$ cat src/rtl/aat_pkg.sv
`timescale 1ns/1ps
package aat_pkg;
  typedef enum logic [2:0] {
    ST_IDLE,
    ST_FILL,
    ST_VERIFY,
    ST_ALT,
    ST_DRAIN1,
    ST_DRAIN2
  } aat_state_t;
endpackage

$ cat src/rtl/aat_pacer.sv
`timescale 1ns/1ps
// Down-counter that spaces alternating reads by a programmable number of cycles.
module aat_pacer #(
  parameter int IVL_W = 4
) (
  input  logic             clk,
  input  logic             rst,
  input  logic             load,
  input  logic [IVL_W-1:0] interval,
  output logic             expire
);
  logic [IVL_W-1:0] cnt;
  logic [IVL_W-1:0] eff;

  assign eff    = (interval == '0) ? IVL_W'(1) : interval;
  assign expire = (cnt == '0);

  always_ff @(posedge clk) begin
    if (rst) begin
      cnt <= '0;
    end else if (load) begin
      cnt <= eff - 1'b1;
    end else if (cnt != '0) begin
      cnt <= cnt - 1'b1;
    end
  end

  AST_PACE_RELOAD: assert property (@(posedge clk) disable iff (rst)
    (!load && !expire) |=> !$past(load) && (cnt < $past(cnt)))
    else $error("pacer did not count down");
endmodule

$ cat src/rtl/aat_checker.sv
`timescale 1ns/1ps
// Aligns each read with its returning data, compares against the split-half
// expectation and latches the first mismatch.
module aat_checker #(
  parameter int ADDR_W = 6,
  parameter int DATA_W = 8
) (
  input  logic              clk,
  input  logic              rst,
  input  logic              clear,
  input  logic              rd_v,
  input  logic [ADDR_W-1:0] rd_addr,
  input  logic              rd_alt,
  input  logic [DATA_W-1:0] rdata,
  output logic              fail,
  output logic [ADDR_W-1:0] fail_addr,
  output logic              fail_alt
);
  logic              st_v;
  logic [ADDR_W-1:0] st_addr;
  logic              st_alt;
  logic [DATA_W-1:0] expect_word;
  logic              mismatch;

  assign expect_word = {DATA_W{st_addr[ADDR_W-1]}};
  assign mismatch    = st_v && (rdata != expect_word);

  always_ff @(posedge clk) begin
    if (rst || clear) begin
      st_v      <= 1'b0;
      st_addr   <= '0;
      st_alt    <= 1'b0;
      fail      <= 1'b0;
      fail_addr <= '0;
      fail_alt  <= 1'b0;
    end else begin
      st_v    <= rd_v;
      st_addr <= rd_addr;
      st_alt  <= rd_alt;
      if (mismatch && !fail) begin
        fail      <= 1'b1;
        fail_addr <= st_addr;
        fail_alt  <= st_alt;
      end
    end
  end

  AST_FAIL_STICKY: assert property (@(posedge clk) disable iff (rst)
    (fail && !clear) |=> fail && $stable(fail_addr) && $stable(fail_alt))
    else $error("first failure record changed");

  AST_FAIL_CAUSE: assert property (@(posedge clk) disable iff (rst)
    $rose(fail) |-> $past(rd_v, 2))
    else $error("fail raised without a read two cycles earlier");
endmodule

$ cat src/rtl/alt_access_tester.sv
`timescale 1ns/1ps
// Split-half fill, in-order verify, then paced ping-pong reads between halves.
// ADDR_W must be at least 2.
module alt_access_tester
  import aat_pkg::*;
#(
  parameter int ADDR_W = 6,
  parameter int DATA_W = 8,
  parameter int IVL_W  = 4
) (
  input  logic              clk,
  input  logic              rst,
  input  logic              start,
  input  logic [IVL_W-1:0]  interval,
  output logic [ADDR_W-1:0] mem_addr,
  output logic              mem_we,
  output logic [DATA_W-1:0] mem_wdata,
  input  logic [DATA_W-1:0] mem_rdata,
  output logic              done,
  output logic              fail,
  output logic [ADDR_W-1:0] fail_addr,
  output logic              fail_alt
);
  localparam int DEPTH = 1 << ADDR_W;
  localparam int HW    = ADDR_W - 1;
  localparam logic [ADDR_W-1:0] LAST  = ADDR_W'(DEPTH - 1);
  localparam logic [HW-1:0]     HLAST = HW'((DEPTH / 2) - 1);

  aat_state_t        state;
  logic [ADDR_W-1:0] idx;
  logic [ADDR_W-1:0] idx_nxt;
  logic [HW-1:0]     half_nxt;
  logic              side;
  logic              rd_v;
  logic              rd_alt;
  logic              go;
  logic              pace_load;
  logic              pace_expire;
  logic              alt_final;

  assign go        = (state == ST_IDLE) && start;
  assign idx_nxt   = idx + 1'b1;
  assign half_nxt  = idx[HW-1:0] + 1'b1;
  assign alt_final = side && (idx[HW-1:0] == HLAST);
  assign pace_load = ((state == ST_VERIFY) && (idx == LAST)) ||
                     ((state == ST_ALT) && pace_expire && !alt_final);

  aat_pacer #(.IVL_W(IVL_W)) u_pacer (
    .clk      (clk),
    .rst      (rst),
    .load     (pace_load),
    .interval (interval),
    .expire   (pace_expire)
  );

  aat_checker #(.ADDR_W(ADDR_W), .DATA_W(DATA_W)) u_checker (
    .clk       (clk),
    .rst       (rst),
    .clear     (go),
    .rd_v      (rd_v),
    .rd_addr   (mem_addr),
    .rd_alt    (rd_alt),
    .rdata     (mem_rdata),
    .fail      (fail),
    .fail_addr (fail_addr),
    .fail_alt  (fail_alt)
  );

  always_ff @(posedge clk) begin
    if (rst) begin
      state     <= ST_IDLE;
      idx       <= '0;
      side      <= 1'b0;
      mem_addr  <= '0;
      mem_we    <= 1'b0;
      mem_wdata <= '0;
      done      <= 1'b0;
      rd_v      <= 1'b0;
      rd_alt    <= 1'b0;
    end else begin
      rd_v <= 1'b0;
      case (state)
        ST_IDLE: begin
          if (start) begin
            state     <= ST_FILL;
            idx       <= '0;
            mem_addr  <= '0;
            mem_we    <= 1'b1;
            mem_wdata <= '0;
            done      <= 1'b0;
          end
        end
        ST_FILL: begin
          if (idx == LAST) begin
            state     <= ST_VERIFY;
            idx       <= '0;
            mem_addr  <= '0;
            mem_we    <= 1'b0;
            mem_wdata <= '0;
            rd_v      <= 1'b1;
            rd_alt    <= 1'b0;
          end else begin
            idx       <= idx_nxt;
            mem_addr  <= idx_nxt;
            mem_wdata <= {DATA_W{idx_nxt[ADDR_W-1]}};
          end
        end
        ST_VERIFY: begin
          if (idx == LAST) begin
            state    <= ST_ALT;
            idx      <= '0;
            side     <= 1'b0;
            mem_addr <= '0;
            rd_v     <= 1'b1;
            rd_alt   <= 1'b1;
          end else begin
            idx      <= idx_nxt;
            mem_addr <= idx_nxt;
            rd_v     <= 1'b1;
            rd_alt   <= 1'b0;
          end
        end
        ST_ALT: begin
          if (pace_expire) begin
            if (!side) begin
              mem_addr <= {1'b1, idx[HW-1:0]};
              side     <= 1'b1;
              rd_v     <= 1'b1;
              rd_alt   <= 1'b1;
            end else if (alt_final) begin
              state <= ST_DRAIN1;
            end else begin
              idx      <= idx_nxt;
              mem_addr <= {1'b0, half_nxt};
              side     <= 1'b0;
              rd_v     <= 1'b1;
              rd_alt   <= 1'b1;
            end
          end
        end
        ST_DRAIN1: state <= ST_DRAIN2;
        ST_DRAIN2: begin
          done  <= 1'b1;
          state <= ST_IDLE;
        end
        default: state <= ST_IDLE;
      endcase
    end
  end

  AST_FILL_DATA: assert property (@(posedge clk) disable iff (rst)
    mem_we |-> (mem_wdata == {DATA_W{mem_addr[ADDR_W-1]}}))
    else $error("fill word does not match half");

  AST_NO_LATE_WRITE: assert property (@(posedge clk) disable iff (rst)
    (state == ST_VERIFY || state == ST_ALT) |-> !mem_we)
    else $error("write during read passes");

  AST_ALT_PAIR: assert property (@(posedge clk) disable iff (rst)
    (state == ST_ALT && $past(state) == ST_ALT && mem_addr != $past(mem_addr)) |->
      (mem_addr[ADDR_W-1] ? (mem_addr[HW-1:0] == $past(mem_addr[HW-1:0]))
                          : (mem_addr[HW-1:0] == HW'($past(mem_addr[HW-1:0]) + 1'b1))))
    else $error("alternating order broken");

  AST_ALT_HOLD: assert property (@(posedge clk) disable iff (rst)
    (state == ST_ALT && !pace_expire) |=> $stable(mem_addr))
    else $error("address moved before interval elapsed");

  AST_DONE_HOLD: assert property (@(posedge clk) disable iff (rst)
    (done && !start) |=> done)
    else $error("done dropped without start");

  AST_START_IGNORED: assert property (@(posedge clk) disable iff (rst)
    (start && state != ST_IDLE && state != ST_FILL) |=> !mem_we)
    else $error("start restarted a running sequence");
endmodule

$ cat config.mk
export PLATFORM = sky130hd
export DESIGN_NAME = alt_access_tester
export DESIGN_NICKNAME = d
export VERILOG_FILES = /design/src/rtl/aat_pkg.sv /design/src/rtl/aat_pacer.sv /design/src/rtl/aat_checker.sv /design/src/rtl/alt_access_tester.sv
export SDC_FILE = /design/constraint.sdc
export NUM_CORES = 1
export LEC_CHECK = 0
export ABC_AREA = 1
export BUFFER_PORTS_ARGS = -buffer_cell sky130_fd_sc_hd__buf_2
export CORE_UTILIZATION = 55
export CTS_BUF_LIST = sky130_fd_sc_hd__clkbuf_16
export DETAILED_ROUTE_END_ITERATION = 7
export HOLD_SLACK_MARGIN = 0.08
export PLACE_DENSITY = 0.79
export SYNTH_ARGS = -nofsm -noshare
export SYNTH_HDL_FRONTEND = slang
export SYNTH_HIERARCHICAL = 1
export SYNTH_SLANG_ARGS = --single-unit
$ cat constraint.sdc
create_clock -name clk -period 3 [get_ports clk]
set_input_delay 0.3 -clock clk [delete_from_list [all_inputs] [get_ports clk]]
set_output_delay 0.3 -clock clk [all_outputs]
set_load 0.1 [all_outputs]
# Word level (Yosys, flattened, before mapping)
# Cells that the tools add are included.
# word_totals
regBits	48
out_inout_bits	24
mem_bits_ro	0
ramBits	0
wordCells	107
mem_count	0
in_bits	15
latchBits	0
# classes
n_div	0
n_addsub	4
shifts	0
muxes	41
bitwise	0
n_lt_le_gt_ge	0
mul	0
eq_ne	16
n_reduce_logical	30
# op_table
op	n
$mux 6	8
$pmux 6 s3	2
$mux 3	6
$mux 8	2
$pmux 8 s2	1
$pmux 3 s5	1
$mux 1	13
$mux 4	3
$ne 2x2->1 const B	6
$logic_not 4->1	2
$ne 8x8->1	1
$reduce_and 4->1	2
$reduce_bool 2->1	4
$sub 4x1->4 const B	2
$logic_and 1x1->1	7
$add 6x1->6 const B	1
$eq 3x2->1 const B	2
$eq 3x3->1 const B	2
$eq 6x6->1 const B	1
$pmux 1 s2	3
$pmux 1 s3	2
$reduce_and 3->1	2
$reduce_and 6->1	1
$reduce_bool 3->1	2
other kinds (12)	15

# Logic depth before layout (Yosys ltp)
# depth
word_depth	6
ltp_mapped	17
depth_no_buf	17

# By module
# Netlist, hierarchy kept.
# by_module_without_submodules
mod	n_inst	area_per_inst_um2	cells_each	seq_area_each_um2
alt_access_tester	1	1241.2	189	420.4
aat_checker	1	732.0	95	320.3
aat_pacer	1	241.5	40	80.1

# Worst setup path before layout
# No wires, ideal clock.
# synth_path
path_type	register to register
start	register idx[0]
end	register u_pacer.cnt[2]
path_slack_ns	0.792
arrival_time_ns	2.144
stages_incl_launch_ff	17
n_path_buf	0
required_ns	2.936
setup_ns	0.064
synth_period_minus_slack_ns	2.208
cell_sequence	dfxtp_1 -> ha_1 -> nand2_1 -> nor2_1 -> ha_1 -> nand2_1 -> inv_1 -> o21ai_0 -> inv_2 -> nor2_1 -> nand2_1 -> nand2_2 -> ha_1 -> o211ai_1 -> nand2_1 -> inv_1 -> nor2_1
# synth_via
elab_chain_len	6
elab_cells_between_ends	9
classes_between	eq/ne (2); mux (1); reduce/logical (6)
# synth_lines
element	line_no	source
from (decl)	alt_access_tester.sv:30	logic [ADDR_W-1:0] idx;
from (signal assigned)	alt_access_tester.sv:103	idx <= idx_nxt;
from (signal assigned)	alt_access_tester.sv:117	idx <= idx_nxt;
from (signal assigned)	alt_access_tester.sv:133	idx <= idx_nxt;
$eq 5x5->1	alt_access_tester.sv:44	assign alt_final = side && (idx[HW-1:0] == HLAST);
$logic_and 1x1->1	alt_access_tester.sv:44	
$logic_not 1->1	alt_access_tester.sv:46	((state == ST_ALT) && pace_expire && !alt_final);
$logic_and 1x1->1	alt_access_tester.sv:46	
$logic_or 1x1->1 *	alt_access_tester.sv:45	assign pace_load = ((state == ST_VERIFY) && (idx == LAST)) ||
via pace_load	alt_access_tester.sv:37	logic pace_load;
$mux 4 or $reduce_bool 2->1 (tied branches)	-	
to (signal assigned)	aat_pacer.sv:22	cnt <= eff - 1'b1;
to (signal assigned)	aat_pacer.sv:24	cnt <= cnt - 1'b1;
to (decl)	aat_pacer.sv:12	logic [IVL_W-1:0] cnt;
# Mark *: on every way through the listed nets, which the timed path passes. The rest lies on a longest branch.
# A chain may end at the register's enable or synchronous reset.

# Final worst setup path
# Ends and elaborated chain as after synthesis.

==> impl_metrics.json <==
{
  "dp_cells": 399,
  "drcViolationCount": 0,
  "grt_max_degree": 17,
  "fin_nets": 376,
  "p_comb_share_pct": 43.8,
  "fin_crit_ns": 2.592,
  "yosysWarnings": 6,
  "drtAntennaViolNets": 0,
  "place_area_um2": 2386,
  "synth.most_common_cell": "nand2_1",
  "routed_wl_mm": 4.414,
  "cts_setup_buffers": 0,
  "synthFlopType": "dfxtp_1",
  "async_flop_share_pct": 0,
  "io_pins": 39,
  "tightest_slew_ns": 0.8025,
  "worstSetupStartpointType": "register",
  "power_mw": 2.354,
  "synth_seq_cells": 41,
  "portBuffers": 38,
  "cts_inserted_buffers": 5,
  "setup_viol": 0,
  "seq_power_share_pct": 31.4,
  "first_global_vias": 1805,
  "cp-end-kind": "register",
  "place.gp.congestion": 0.9640,
  "p_per_area_nw_per_um2": 923.7,
  "netlist_instances": 324,
  "drt-initial-drc-count": 60,
  "p_leak_nw": 1.217,
  "cts_sinks": 41,
  "cp.required_ns": 3.22,
  "fin_skew_ns": 0.004234,
  "syn_area_um2": 2215,
  "crit_type": "register to register",
  "vias_per_cell": 5.042,
  "final-hold-violation-count": 0,
  "worstPathMaxFanout": 7,
  "synth_nets": 342,
  "vias": 2052,
  "synth_top_cell_by_area": "dfxtp_1",
  "power.internal_mw": 1.308,
  "seq_area_frac_synth_pct": 37.06,
  "ir_worst_vdd_v": 0.0006853,
  "power_switching_mw": 1.046,
  "drive_gt1_share_pct": 22.56,
  "firstDrtPassIters": 4,
  "swShare_pct": 44.42,
  "syn_avg_cell_area_um2": 6.835,
  "dp_hpwl_mm": 3.347,
  "status": "complete, no violations",
  "tns_ns": 0,
  "fin_hold_ws_ns": 0.3607,
  "start_util_pct": 58.73,
  "fillers": 347,
  "holdCritPathClass": "input port to register",
  "grtUsageTotal_pct": 23.02,
  "antenna_cells": 0,
  "final-max-slew-violation-count": 0,
  "antenna_found_initial": 0,
  "p_clk_share_pct": 24.8,
  "synth_common_cells": "68 x nand2_1, 53 x nor2_1, 44 x inv_1",
  "wl_per_cell_um": 10.85,
  "clockBufferDepth": 2,
  "synth.area.top_cells": "dfxtp_1 37%, nand2_1 12%, nor2_1 9.0%",
  "area_growth_pct": 15.08,
  "synth-edff-count": 0,
  "rsz0062_at_grt": "false",
  "fin_crit_sh_pct": 86.40,
  "die_area_um2": 4284,
  "cts_tree": "built",
  "root_buffer": "clkbuf_16",
  "rows": 22,
  "holdBufCountCts": 0,
  "coreArea_um2": 3771,
  "yosysTopAreaCellShare_pct": 37.06,
  "post_cts_resized": 0,
  "worst_ep_arrival_time_ns": 2.81,
  "die_width_um": 65.46,
  "htree_levels": 2,
  "design_area_um2": 2549,
  "slew_headroom_pct": 45.94,
  "layoutNonFillerInstCount": 407,
  "cap_violations": 0,
  "grt_overflow": 0,
  "grt_pass1_wl_mm": 7.541,
  "max_freq_mhz": 385.8,
  "ys_types": 30,
  "clk_latency_ns": 0.28,
  "die_y_um": 65.46,
  "path_clk_slew_ns": 0.06
}
layout by cell type (no fill, tap or decap), types with 2 or more instances in the layout:
cell type	n
nand2_1	68
nor2_1	53
inv_1	45
dfxtp_1	41
buf_2	38
nand3_1	25
o21ai_0	12
nor2_2	12
a21oi_1	10
nand4_1	9
nand2_2	7
clkbuf_16	5
inv_2	4
or2_2	4
o211ai_1	3
ha_1	3
nor2_4	3
nor2_8	2
o21ai_1	2
xor2_1	2
area by class of cell:
type	count	area, µm²	share of cell area, %
flip-flops and latches	41	820.8	32.20
well taps	48	60.06	2.356
repair buffers	38	190.2	7.462
clock buffers	5	125.1	4.909
multi-input cells	224	1135	44.53
inverters	48	180.2	7.069
clock inverters	3	37.54	1.473
through the flow:
stage	util (%)	setup slack, ns
after floorplan	-	0.7919
after global placement	63.27	0.5770
after detailed placement	63.27	0.4617
after CTS	67.58	0.4371
after global routing	67.58	0.2027
final	67.58	0.4080
layer usage:
metal,vias up,part of all wire (%),global-route usage (%)
met2,52,47,38.53
met1,915,46,27.84
met5,-,0,0
met4,0,2.0,11.68
met3,7,5.2,4.514
li1,1078,-,-
sequential cells by signal (all words and copies together), names as in the netlist, 3 cells and up:
register	flops
u_checker/fail_addr	6
state	3
u_checker/st_addr	6
mem_addr	6
u_pacer/cnt	4
idx	6
path summary, 6_finish.rpt:
path | from | end | slack (ns) | depth (start not counted)
setup / recovery | idx[0]$_SDFFE_PP0P_ | u_pacer/cnt[2]$_SDFFE_PP0P_ | 0.41 | 16
hold / removal | interval[3] | u_pacer/cnt[3]$_SDFFE_PP0P_ | 0.36 | 5
setup reg to reg | idx[0]$_SDFFE_PP0P_ | u_pacer/cnt[2]$_SDFFE_PP0P_ | 0.41 | 16
hold reg to reg | rd_v$_SDFF_PP0_ | u_checker/st_v$_SDFF_PP0_ | 0.42 | 2
worst max-delay path: stages, from the launching register on:
cell and delay, ns:
dfxtp_1 0.34, ha_1 0.23, nand2_1 0.10, nor2_1 0.05, ha_1 0.19, nand2_1 0.08, inv_1 0.05, o21ai_0 0.64
inv_2 0.12, nor2_1 0.12, nand2_1 0.07, nand2_2 0.07, ha_1 0.17, o211ai_1 0.09, nand2_1 0.09, inv_1 0.04
nor2_1 0.08
power by group through the flow:
stage          registers, mW  logic [mW]  clock network, mW
3_5_place_dp           0.751        1.02                  0
3_3_place_gp           0.746        1.01                  0
4_1_cts                0.739        1.03              0.595
5_1_grt                0.752        1.15              0.621
6_report               0.739        1.03              0.583
2_1_floorplan           1.00       0.596                  0
cells by family (layout without fill, tap and decap cells):
family,after synthesis,count (layout),synth area share (%)
and+or+nand+nor,190,190,41.58
buffers and inverters,59,94,11.69
DFF,41,41,37.06
AOI/OAI and AO/OA,29,29,7.175
adders and majority gates,3,3,1.695
xor gates and xnor gates,2,2,0.7911
(Power assumes the default switching activity.)
